### config.mk
export PLATFORM = sky130hd
export DESIGN_NAME = pipe_hazard_unit
export DESIGN_NICKNAME = d
export VERILOG_FILES = /design/src/rtl/hazard_pkg.sv /design/src/rtl/hazard_fwd_path.sv /design/src/rtl/hazard_ctl.sv /design/src/rtl/pipe_hazard_unit.sv
export SDC_FILE = /design/constraint.sdc
export NUM_CORES = 1
export LEC_CHECK = 0
export ABC_AREA = 1
export BUFFER_PORTS_ARGS = -buffer_cell sky130_fd_sc_hd__buf_2
export CAP_MARGIN = 20
export CORE_UTILIZATION = 40
export DETAILED_ROUTE_END_ITERATION = 7
export PLACE_DENSITY = 0.89
export SLEW_MARGIN = 15
export SYNTH_ARGS = -nofsm -noshare
export SYNTH_HDL_FRONTEND = slang
export SYNTH_SLANG_ARGS = --single-unit
### constraint.sdc
create_clock -name vclk -period 1.98
set_clock_uncertainty 0.2 [all_clocks]
set_input_delay 0.396 -clock vclk [all_inputs]
set_output_delay 0.396 -clock vclk [all_outputs]
set_load 0.02 [all_outputs]
### src/rtl/hazard_pkg.sv
package hazard_pkg;

  typedef enum logic [1:0] {
    FWD_RF  = 2'b00,
    FWD_WB  = 2'b01,
    FWD_MEM = 2'b10
  } fwdSel_e;

  // datapath -> control
  typedef struct packed {
    logic loadDep;
  } hazHits_t;

  // control -> top
  typedef struct packed {
    logic holdFront;
    logic bubble;
    logic flush;
  } hazStrobes_t;

endpackage

### src/rtl/hazard_fwd_path.sv
module hazard_fwd_path
  import hazard_pkg::*;
#(
  parameter int REG_W   = 5,
  parameter int NUM_SRC = 2
) (
  input  logic             clk,
  input  logic             rstN,
  input  logic [REG_W-1:0] exSrc [NUM_SRC],
  input  logic [REG_W-1:0] idSrc [NUM_SRC],
  input  logic [REG_W-1:0] loadDst,
  input  logic             memRegWrite,
  input  logic [REG_W-1:0] memRd,
  input  logic             wbRegWrite,
  input  logic [REG_W-1:0] wbRd,
  output fwdSel_e          fwdSel [NUM_SRC],
  output hazHits_t         hits
);

  localparam logic [REG_W-1:0] ZERO_REG = '0;

  logic [NUM_SRC-1:0] depVec;

  for (genvar g = 0; g < NUM_SRC; g++) begin : gSrc
    logic memHit, wbHit;

    assign memHit = memRegWrite && (memRd != ZERO_REG) && (memRd == exSrc[g]);
    assign wbHit  = wbRegWrite  && (wbRd  != ZERO_REG) && (wbRd  == exSrc[g]);

    always_comb begin
      if (memHit)     fwdSel[g] = FWD_MEM;
      else if (wbHit) fwdSel[g] = FWD_WB;
      else            fwdSel[g] = FWD_RF;
    end

    assign depVec[g] = (loadDst == idSrc[g]);


    mem_sel_valid_chk: assert property (@(posedge clk) disable iff (!rstN)
      (fwdSel[g] == FWD_MEM) |-> (memRegWrite && memRd != ZERO_REG && memRd == exSrc[g]));


    mem_wins_chk: assert property (@(posedge clk) disable iff (!rstN)
      (memRegWrite && wbRegWrite && memRd == exSrc[g] && wbRd == exSrc[g] && memRd != ZERO_REG)
        |-> (fwdSel[g] == FWD_MEM));


    zero_reg_chk: assert property (@(posedge clk) disable iff (!rstN)
      (exSrc[g] == ZERO_REG) |-> (fwdSel[g] == FWD_RF));


    sel_code_chk: assert property (@(posedge clk) disable iff (!rstN)
      $onehot0(fwdSel[g]));
  end

  assign hits.loadDep = |depVec;

endmodule

### src/rtl/hazard_ctl.sv
module hazard_ctl
  import hazard_pkg::*;
(
  input  logic        clk,
  input  logic        rstN,
  input  hazHits_t    hits,
  input  logic        exMemRead,
  input  logic        exBranchTaken,
  output hazStrobes_t strobes
);

  always_comb begin
    strobes = '0;
    if (exBranchTaken) begin
      strobes.flush  = 1'b1;
      strobes.bubble = 1'b1;
    end else if (exMemRead && hits.loadDep) begin
      strobes.holdFront = 1'b1;
      strobes.bubble    = 1'b1;
    end
  end


  hold_bubble_chk: assert property (@(posedge clk) disable iff (!rstN)
    strobes.holdFront |-> (strobes.bubble && !strobes.flush));


  hold_needs_load_chk: assert property (@(posedge clk) disable iff (!rstN)
    !exMemRead |-> !strobes.holdFront);


  branch_flush_chk: assert property (@(posedge clk) disable iff (!rstN)
    exBranchTaken |-> (strobes.flush && strobes.bubble));


  flush_over_hold_chk: assert property (@(posedge clk) disable iff (!rstN)
    exBranchTaken |-> !strobes.holdFront);

endmodule

### src/rtl/pipe_hazard_unit.sv
module pipe_hazard_unit
  import hazard_pkg::*;
#(
  parameter int REG_W = 5
) (
  input  logic             clk,
  input  logic             rstN,
  input  logic [REG_W-1:0] idRs,
  input  logic [REG_W-1:0] idRt,
  input  logic [REG_W-1:0] exRs,
  input  logic [REG_W-1:0] exRt,
  input  logic             exMemRead,
  input  logic             exBranchTaken,
  input  logic             memRegWrite,
  input  logic [REG_W-1:0] memRd,
  input  logic             wbRegWrite,
  input  logic [REG_W-1:0] wbRd,
  output logic [1:0]       fwdSelA,
  output logic [1:0]       fwdSelB,
  output logic             holdFront,
  output logic             idExBubble,
  output logic             ifIdFlush
);

  localparam int NUM_SRC = 2;

  logic [REG_W-1:0] exSrc [NUM_SRC];
  logic [REG_W-1:0] idSrc [NUM_SRC];
  fwdSel_e          selArr [NUM_SRC];
  hazHits_t         hits;
  hazStrobes_t      strobes;

  assign exSrc[0] = exRs;
  assign exSrc[1] = exRt;
  assign idSrc[0] = idRs;
  assign idSrc[1] = idRt;

  hazard_fwd_path #(.REG_W(REG_W), .NUM_SRC(NUM_SRC)) u_path (
    .clk        (clk),
    .rstN       (rstN),
    .exSrc      (exSrc),
    .idSrc      (idSrc),
    .loadDst    (exRt),
    .memRegWrite(memRegWrite),
    .memRd      (memRd),
    .wbRegWrite (wbRegWrite),
    .wbRd       (wbRd),
    .fwdSel     (selArr),
    .hits       (hits)
  );

  hazard_ctl u_ctl (
    .clk          (clk),
    .rstN         (rstN),
    .hits         (hits),
    .exMemRead    (exMemRead),
    .exBranchTaken(exBranchTaken),
    .strobes      (strobes)
  );

  assign fwdSelA    = selArr[0];
  assign fwdSelB    = selArr[1];
  assign holdFront  = strobes.holdFront;
  assign idExBubble = strobes.bubble;
  assign ifIdFlush  = strobes.flush;

endmodule

## Word level (Yosys, flattened, before mapping)

Cells that the tools add are included.

| word-level totals | value |
|---|---|
| flip-flop bits (word level) | 0 |
| bits of input ports | 36 |
| output and inout bits | 7 |
| logic and storage cells | 24 |

| cells by class | value |
|---|---|
| equality and inequality tests | 6 |
| mux-type cells | 8 |
| reduce and logical (&&, ||, !) cells | 10 |

Operators with widths:

| cell | number |
|---|---|
| $eq A5 B5 Y1 | 6 |
| $reduce_bool A5 Y1 | 2 |
| $logic_and A1 B1 Y1 | 7 |
| $mux W2 | 3 |
| $mux W1 | 5 |
| $reduce_or A2 Y1 | 1 |

## Longest topological paths before layout

Gate-level depths: netlist of run 1.

| logic depth | value |
|---|---|
| depth in word-level cells | 5 |
| gate-level depth with buffers | 9 |

## Hierarchy

A second synthesis of run 1 with hierarchy kept.

| second synthesis, totals | value |
|---|---|
| cell total of the unflattened synthesis | 107 |
| area total of the unflattened synthesis | 528.0 µm² |

By module, submodules not included:

| module | instances | cells each | area an instance (µm²) | seq. area each (µm²) |
|---|---|---|---|---|
| hazard_fwd_path | 1 | 102 | 503.0 | 0.0 |
| hazard_ctl | 1 | 5 | 25.0 | 0.0 |

## Worst setup path before layout of run 1

Ideal clock, no wire load.

| timing | value |
|---|---|
| path type | input to output |
| start point | input port exRt[2] |
| end point | output port fwdSelB[0] |
| arrival | 1.130 ns |
| data required time | 1.384 ns |
| setup slack | 0.254 ns |
| stages | 5 |
| buffers on the path | 1 |
| path through | buf_4 > xor2_1 > nor2_1 > nand4_1 > nor2_1 |

| between the ends | value |
|---|---|
| longest elaborated chain between the ends | 4 |

RTL lines:

| item | RTL line | source |
|---|---|---|
| start: declaration | pipe_hazard_unit.sv:11 | `input logic [REG_W-1:0] exRt,` |
| $eq A5 B5 Y1 | hazard_fwd_path.sv:28 | `assign wbHit = wbRegWrite && (wbRd != ZERO_REG) && (wbRd == exSrc[g]);` |
| $logic_and A1 B1 Y1 | hazard_fwd_path.sv:28 |  |
| $mux W1 | hazard_fwd_path.sv:32 | `else if (wbHit) fwdSel[g] = FWD_WB;` |
| $mux W2 * | hazard_fwd_path.sv:31 | `if (memHit) fwdSel[g] = FWD_MEM;` |
| end: declaration | pipe_hazard_unit.sv:19 | `output logic [1:0] fwdSelB,` |

Every way passes the cells marked *; elsewhere a longest branch is shown, timed or not.

## Worst setup path after layout of run 1

| timing | value |
|---|---|
| start point | input port exRt[4] |
| end point | output port holdFront |

| between the ends | value |
|---|---|
| longest elaborated chain between the ends | 5 |

RTL lines:

| item | RTL line | source |
|---|---|---|
| $eq A5 B5 Y1 | hazard_fwd_path.sv:36 | `assign depVec[g] = (loadDst == idSrc[g]);` |
| $reduce_or A2 Y1 * | hazard_fwd_path.sv:56 | `assign hits.loadDep = \|depVec;` |
| $logic_and A1 B1 Y1 * | hazard_ctl.sv:17 | `end else if (exMemRead && hits.loadDep) begin` |
| $mux W2 * | hazard_ctl.sv:17 |  |
| $mux W1 * | hazard_ctl.sv:14 | `if (exBranchTaken) begin` |
| end: declaration | pipe_hazard_unit.sv:20 | `output logic holdFront,` |

Marked as above.

==> impl_metrics.py, run 1 <==
metrics = {
    "global_route": {
        "antenna_found_initial": 0,
        "first_global_vias": 528,
        "grt_util_all_layers": 0.1739,
        "grt_max_degree": 6,
        "grt_pass1_wl_mm": 1.911,
        "overflow": 0,
    },
    "placement": {
        "numPortBuffers": 41,
        "dp_hpwl_mm": 1.191,
        "dp_slack_ns": 0.1499,
        "place_congestion": 0.6737,
        "place_area_um2": 709.4,
    },
    "detailed_routing": {
        "via_count": 670,
        "drtAntennaViolNets": 0,
        "route.detailed.drc": 0,
        "finalWirelength_mm": 1.270,
        "drt_iter0_drc": 7,
        "firstDrtPassIters": 4,
        "vias_per_cell": 4.589,
        "wl_per_cell_um": 8.699,
    },
    "timing": {
        "setup_viol": 0,
        "slew_headroom": 0.8841,
        "fmax_ghz": 0.5514,
        "setup_tns_ns": 0,
        "slew_violations": 0,
        "worst_slack_ns": 0.1663,
        "rsz0062_at_grt": "false",
        "worst_slew_pin_slew_ns": 0.1729,
        "hold_slack_ns": 0.8530,
        "period_share": 0.9160,
        "min_period_ns": 1.814,
        "hold_viol": 0,
    },
    "synth": {
        "syn_nets": 132,
        "syn-instance-count": 96,
        "ys_types": 15,
        "synth_top_area_share": 0.2339,
        "synthTopCellsByArea": "xnor2_1 (23%), nand2_1 (20%), xor2_1 (13%)",
        "avgSynthCellArea_um2": 5.461,
        "yosysSeqAreaShare": 0,
        "yosysWarningCount": 0,
        "yosys.area.top_type": "xnor2_1",
        "synth_area_um2": 524.3,
    },
    "setup_path": {
        "path_cells": "buf_2 -> inv_2 -> nand2_1 -> nand2_1 -> nor2_1 -> nand3_1 -> nand2_1 -> nand2_2 -> nor2_2 -> buf_2",
        "cp.buffers_inverters": 3,
        "arrival_ns": 1.22,
        "worst_setup_path_start_kind": "input pin",
        "critPathSlowestCell": "buf_2",
        "critPathMaxFanout": 5,
        "setup.worst_path.end_class": "primary output",
        "cp_top_family": "simple AND/OR/NAND/NOR gates",
        "slowest_delay_ns": 0.16,
        "cp_common_cell": "nand2_1",
        "cp.required_ns": 1.38,
        "critical_path_class": "in2out",
    },
    "cells_and_area": {
        "area_delta_synth_final_pct": 35.32,
        "finalInstanceArea_um2": 709.4,
        "clkbuf_count": 0,
        "final_nets": 170,
        "layout_common_cells": "buf_2 (41), nand2_1 (28), xnor2_1 (14), nor2_1 (14), inv_1 (10)",
        "seq_cells": 0,
        "layout_commonest_cell": "buf_2",
        "seqCellArea_um2": 0,
        "antenna_cells": 0,
        "drive_gt1_frac": 0.3788,
    },
    "floorplan": {
        "die_y_um": 38.20,
        "coreArea_um2": 1156,
        "pin_count": 43,
        "die_w_um": 38.20,
        "row_count": 12,
        "die-area_um2": 1459,
        "initial_core_util": 0.4535,
    },
    "clock_tree": {
        "hold_buffers": 0,
        "cts_resized": 0,
        "postCtsSetupBuffers": 0,
    },
    "worst_hold_path": {
        "hold_path_class": "in2out",
    },
    "flow_run": {
        "cap_viol_max_count": 0,
    },
    "run_status": {
        "outcome": "complete, no violations",
    },
    "power_and_ir_drop": {
        "p_leak_nw": 0.4287,
        "power_density_nw_per_um2": 206.0,
        "vdd_drop_max_mv": 0.09421,
        "power_mw": 0.1462,
    },
}
-- per-layer routing --
metal,track usage,vias to the layer above,share of wire
met1,0.1944,286,0.42
met2,0.3432,27,0.49
met4,0.01786,0,0.0063
met5,0,-,0
li1,-,355,-
met3,0.02907,2,0.084
-- worst paths after layout --
kind                       from        end  cells after the start
setup / recovery        exRt[4]  holdFront                     10
hold / removal    exBranchTaken  ifIdFlush                      2
-- cells in the mapped netlist --
| library cell | number |
|---|---|
| nand2_1 | 28 |
| nor2_1 | 14 |
| xnor2_1 | 14 |
| inv_1 | 10 |
| xor2_1 | 8 |
| buf_4 | 5 |
| inv_2 | 4 |
| nand3_1 | 4 |
| nand4_1 | 2 |
| nor3_2 | 2 |
| nand2_2 | 1 |
| nor2_2 | 1 |
| o21ai_0 | 1 |
| o21ai_1 | 1 |
| o21ai_2 | 1 |
-- logic make-up (layout without fill, tap and decap cells) --
| kind of cell | Yosys count | count (layout) | share of synthesized area |
|---|---|---|---|
| AO/OA/AOI/OAI | 3 | 3 | 0.03578 |
| AND/OR/NAND/NOR | 52 | 52 | 0.4248 |
| XOR/XNOR | 22 | 22 | 0.3676 |
| buffers and inverters | 19 | 55 | 0.1718 |
-- layout make-up --
cell class	instances	area (um2)
Fill cell	122	446.7
Multi-Input combinational cell	77	434.2
Timing Repair Buffer	41	205.2
Inverter	14	52.55
Tap cell	14	17.52
-- through the flow --
step	util	std cells
after floorplan	-	96
after global placement	0.6136	146
after detailed placement	0.6136	146
after CTS	0.6136	146
after global routing	0.6136	146
final	0.6136	146
-- power breakdown --
| group | leakage [nW] | total [mW] | switching, mW | internal, mW |
|---|---|---|---|---|
| logic | 0.429 | 0.146 | 0.0769 | 0.0692 |
| registers | 0 | 0 | 0 | 0 |
| clock network | 0 | 0 | 0 | 0 |
Power figures use the tool's default switching activity.
==> run 2: changes to the inputs <==
SETUP_SLACK_MARGIN = 0.3   (was unset)
==> run 2 against run 1 <==
Critical path depth decreased by 4. Hold slack improved by 0.016 ns. Utilization increased by 27 points. Cell area increased by 44%. Combinational power increased by 54%. Die area unchanged. Power increased by 54%. Global-route usage increased by 3.8 points. Non-clock buffer count increased by 1. Critical path type unchanged. Largest cell class unchanged.
==> impl_metrics.py, run 2 (synthesis results as in run 1) <==
metrics = {
    "timing": {
        "worst_slew_pin_slew_ns": 0.2699,
        "worst_slack_ns": 0.1394,
        "setup_tns_ns": 0,
        "setup_viol": 0,
        "slew_violations": 0,
        "fmax_ghz": 0.5433,
        "min_period_ns": 1.841,
        "hold_slack_ns": 0.8688,
        "slew_headroom": 0.8191,
        "hold_viol": 0,
        "rsz0062_at_grt": "true",
        "period_share": 0.9296,
    },
    "detailed_routing": {
        "route.detailed.drc": 0,
        "via_count": 723,
        "drt_iter0_drc": 15,
        "vias_per_cell": 4.918,
        "finalWirelength_mm": 2.020,
        "firstDrtPassIters": 4,
        "drtAntennaViolNets": 0,
        "wl_per_cell_um": 13.74,
    },
    "cells_and_area": {
        "area_delta_synth_final_pct": 94.99,
        "finalInstanceArea_um2": 1022,
        "fillerInstances": 56,
        "final_nets": 171,
        "layout_common_cells": "nand2_1 (20), buf_2 (15), buf_6 (15)",
        "seq_cells": 0,
        "layout_commonest_cell": "nand2_1",
        "final_util": 0.8842,
        "antenna_cells": 0,
        "seqCellArea_um2": 0,
        "drive_gt1_frac": 0.5489,
        "clkbuf_count": 0,
        "multi_input_area_um2": 530.5,
    },
    "global_route": {
        "overflow": 0,
        "grt_util_all_layers": 0.2121,
        "grt_max_degree": 6,
        "grt_pass1_wl_mm": 2.228,
        "first_global_vias": 552,
        "antenna_found_initial": 0,
    },
    "placement": {
        "place_congestion": 0.7035,
        "dp_hpwl_mm": 1.156,
        "numPortBuffers": 41,
        "place_area_um2": 716.9,
        "dp_slack_ns": 0.1416,
    },
    "setup_path": {
        "slowest_delay_ns": 0.23,
        "setup.worst_path.end_class": "primary output",
        "crit_cells": 6,
        "cp.required_ns": 1.38,
        "critPathSlowestCell": "nor3_2",
        "arrival_ns": 1.24,
        "path_cells": "buf_2 -> xnor2_1 -> nand3_1 -> nor3_2 -> nor2_1 -> buf_4",
        "cp.buffers_inverters": 2,
        "cp_top_family": "simple AND/OR/NAND/NOR gates",
        "critPathMaxFanout": 2,
        "critical_path_class": "in2out",
        "worst_setup_path_start_kind": "input pin",
    },
    "run_status": {
        "outcome": "complete, no violations",
    },
    "floorplan": {
        "initial_core_util": 0.4535,
        "pin_count": 43,
        "die_y_um": 38.20,
        "coreArea_um2": 1156,
        "die_w_um": 38.20,
        "row_count": 12,
        "die-area_um2": 1459,
    },
    "power_and_ir_drop": {
        "vdd_drop_max_mv": 0.1367,
        "p_leak_nw": 0.5412,
        "power_density_nw_per_um2": 220.3,
    },
    "worst_hold_path": {
        "min_path_cells": 3,
        "hold_path_class": "in2out",
    },
    "flow_run": {
        "cap_viol_max_count": 0,
    },
}
[run 2: cell types whose count changed in the layout (fill, tap and decap cells not counted), moves of 3 or more]
cell and delta:
buf_2 -26, nor2_1 -3, buf_12 +5, nand2_2 +8, xnor2_2 +8, buf_6 +15, nand2_1 -8, xnor2_1 -8
buf_4 +5
[run 2: layout make-up]
cell class	count	share of cell area
Inverter	14	0.06120
Tap cell	14	0.01714
Multi-Input combinational cell	77	0.5190
Timing Repair Buffer	42	0.4027
[run 2: tightest hold or removal path, cell delays in order]
cell and delay, ns:
buf_2 0.12, nor2_4 0.04, buf_6 0.12
[run 2: what timing repair did]
| action | in CTS | in global routing |
|---|---|---|
| gates resized for setup | 44 | 36 |
| pin swaps | 18 | 15 |
| hold buffers | 0 | 0 |
| setup endpoints to repair | 6 | 6 |
| buffers inserted | 0 | 1 |
[run 2: per-stage QoR]
step / total power, mW / cells
2_1_floorplan: 0.08721 / 96
3_3_place_gp: 0.1425 / 146
3_5_place_dp: 0.1476 / 146
4_1_cts: 0.1818 / 146
5_1_grt: 0.2391 / 147
6_report: 0.2252 / 147
[run 2: per-layer routing]
metal,vias up,GRT usage,wire (um)
li1,363,-,-
met3,4,0.01744,115
met4,0,0.07143,46
met1,318,0.2211,786
met2,38,0.4280,1071
met5,-,0,0
[run 2: path summary, 6_finish.rpt]
check               endpoint           from  slack [ns]
setup / recovery  fwdSelA[0]        exRs[2]        0.14
hold / removal     holdFront  exBranchTaken        0.87
[run 2: where the power goes]
group	internal, mW	total (mW)	switching (mW)	leakage (nW)
logic	0.124	0.225	0.101	0.541
registers	0	0	0	0
clock network	0	0	0	0
total	0.124	0.225	0.101	0.541
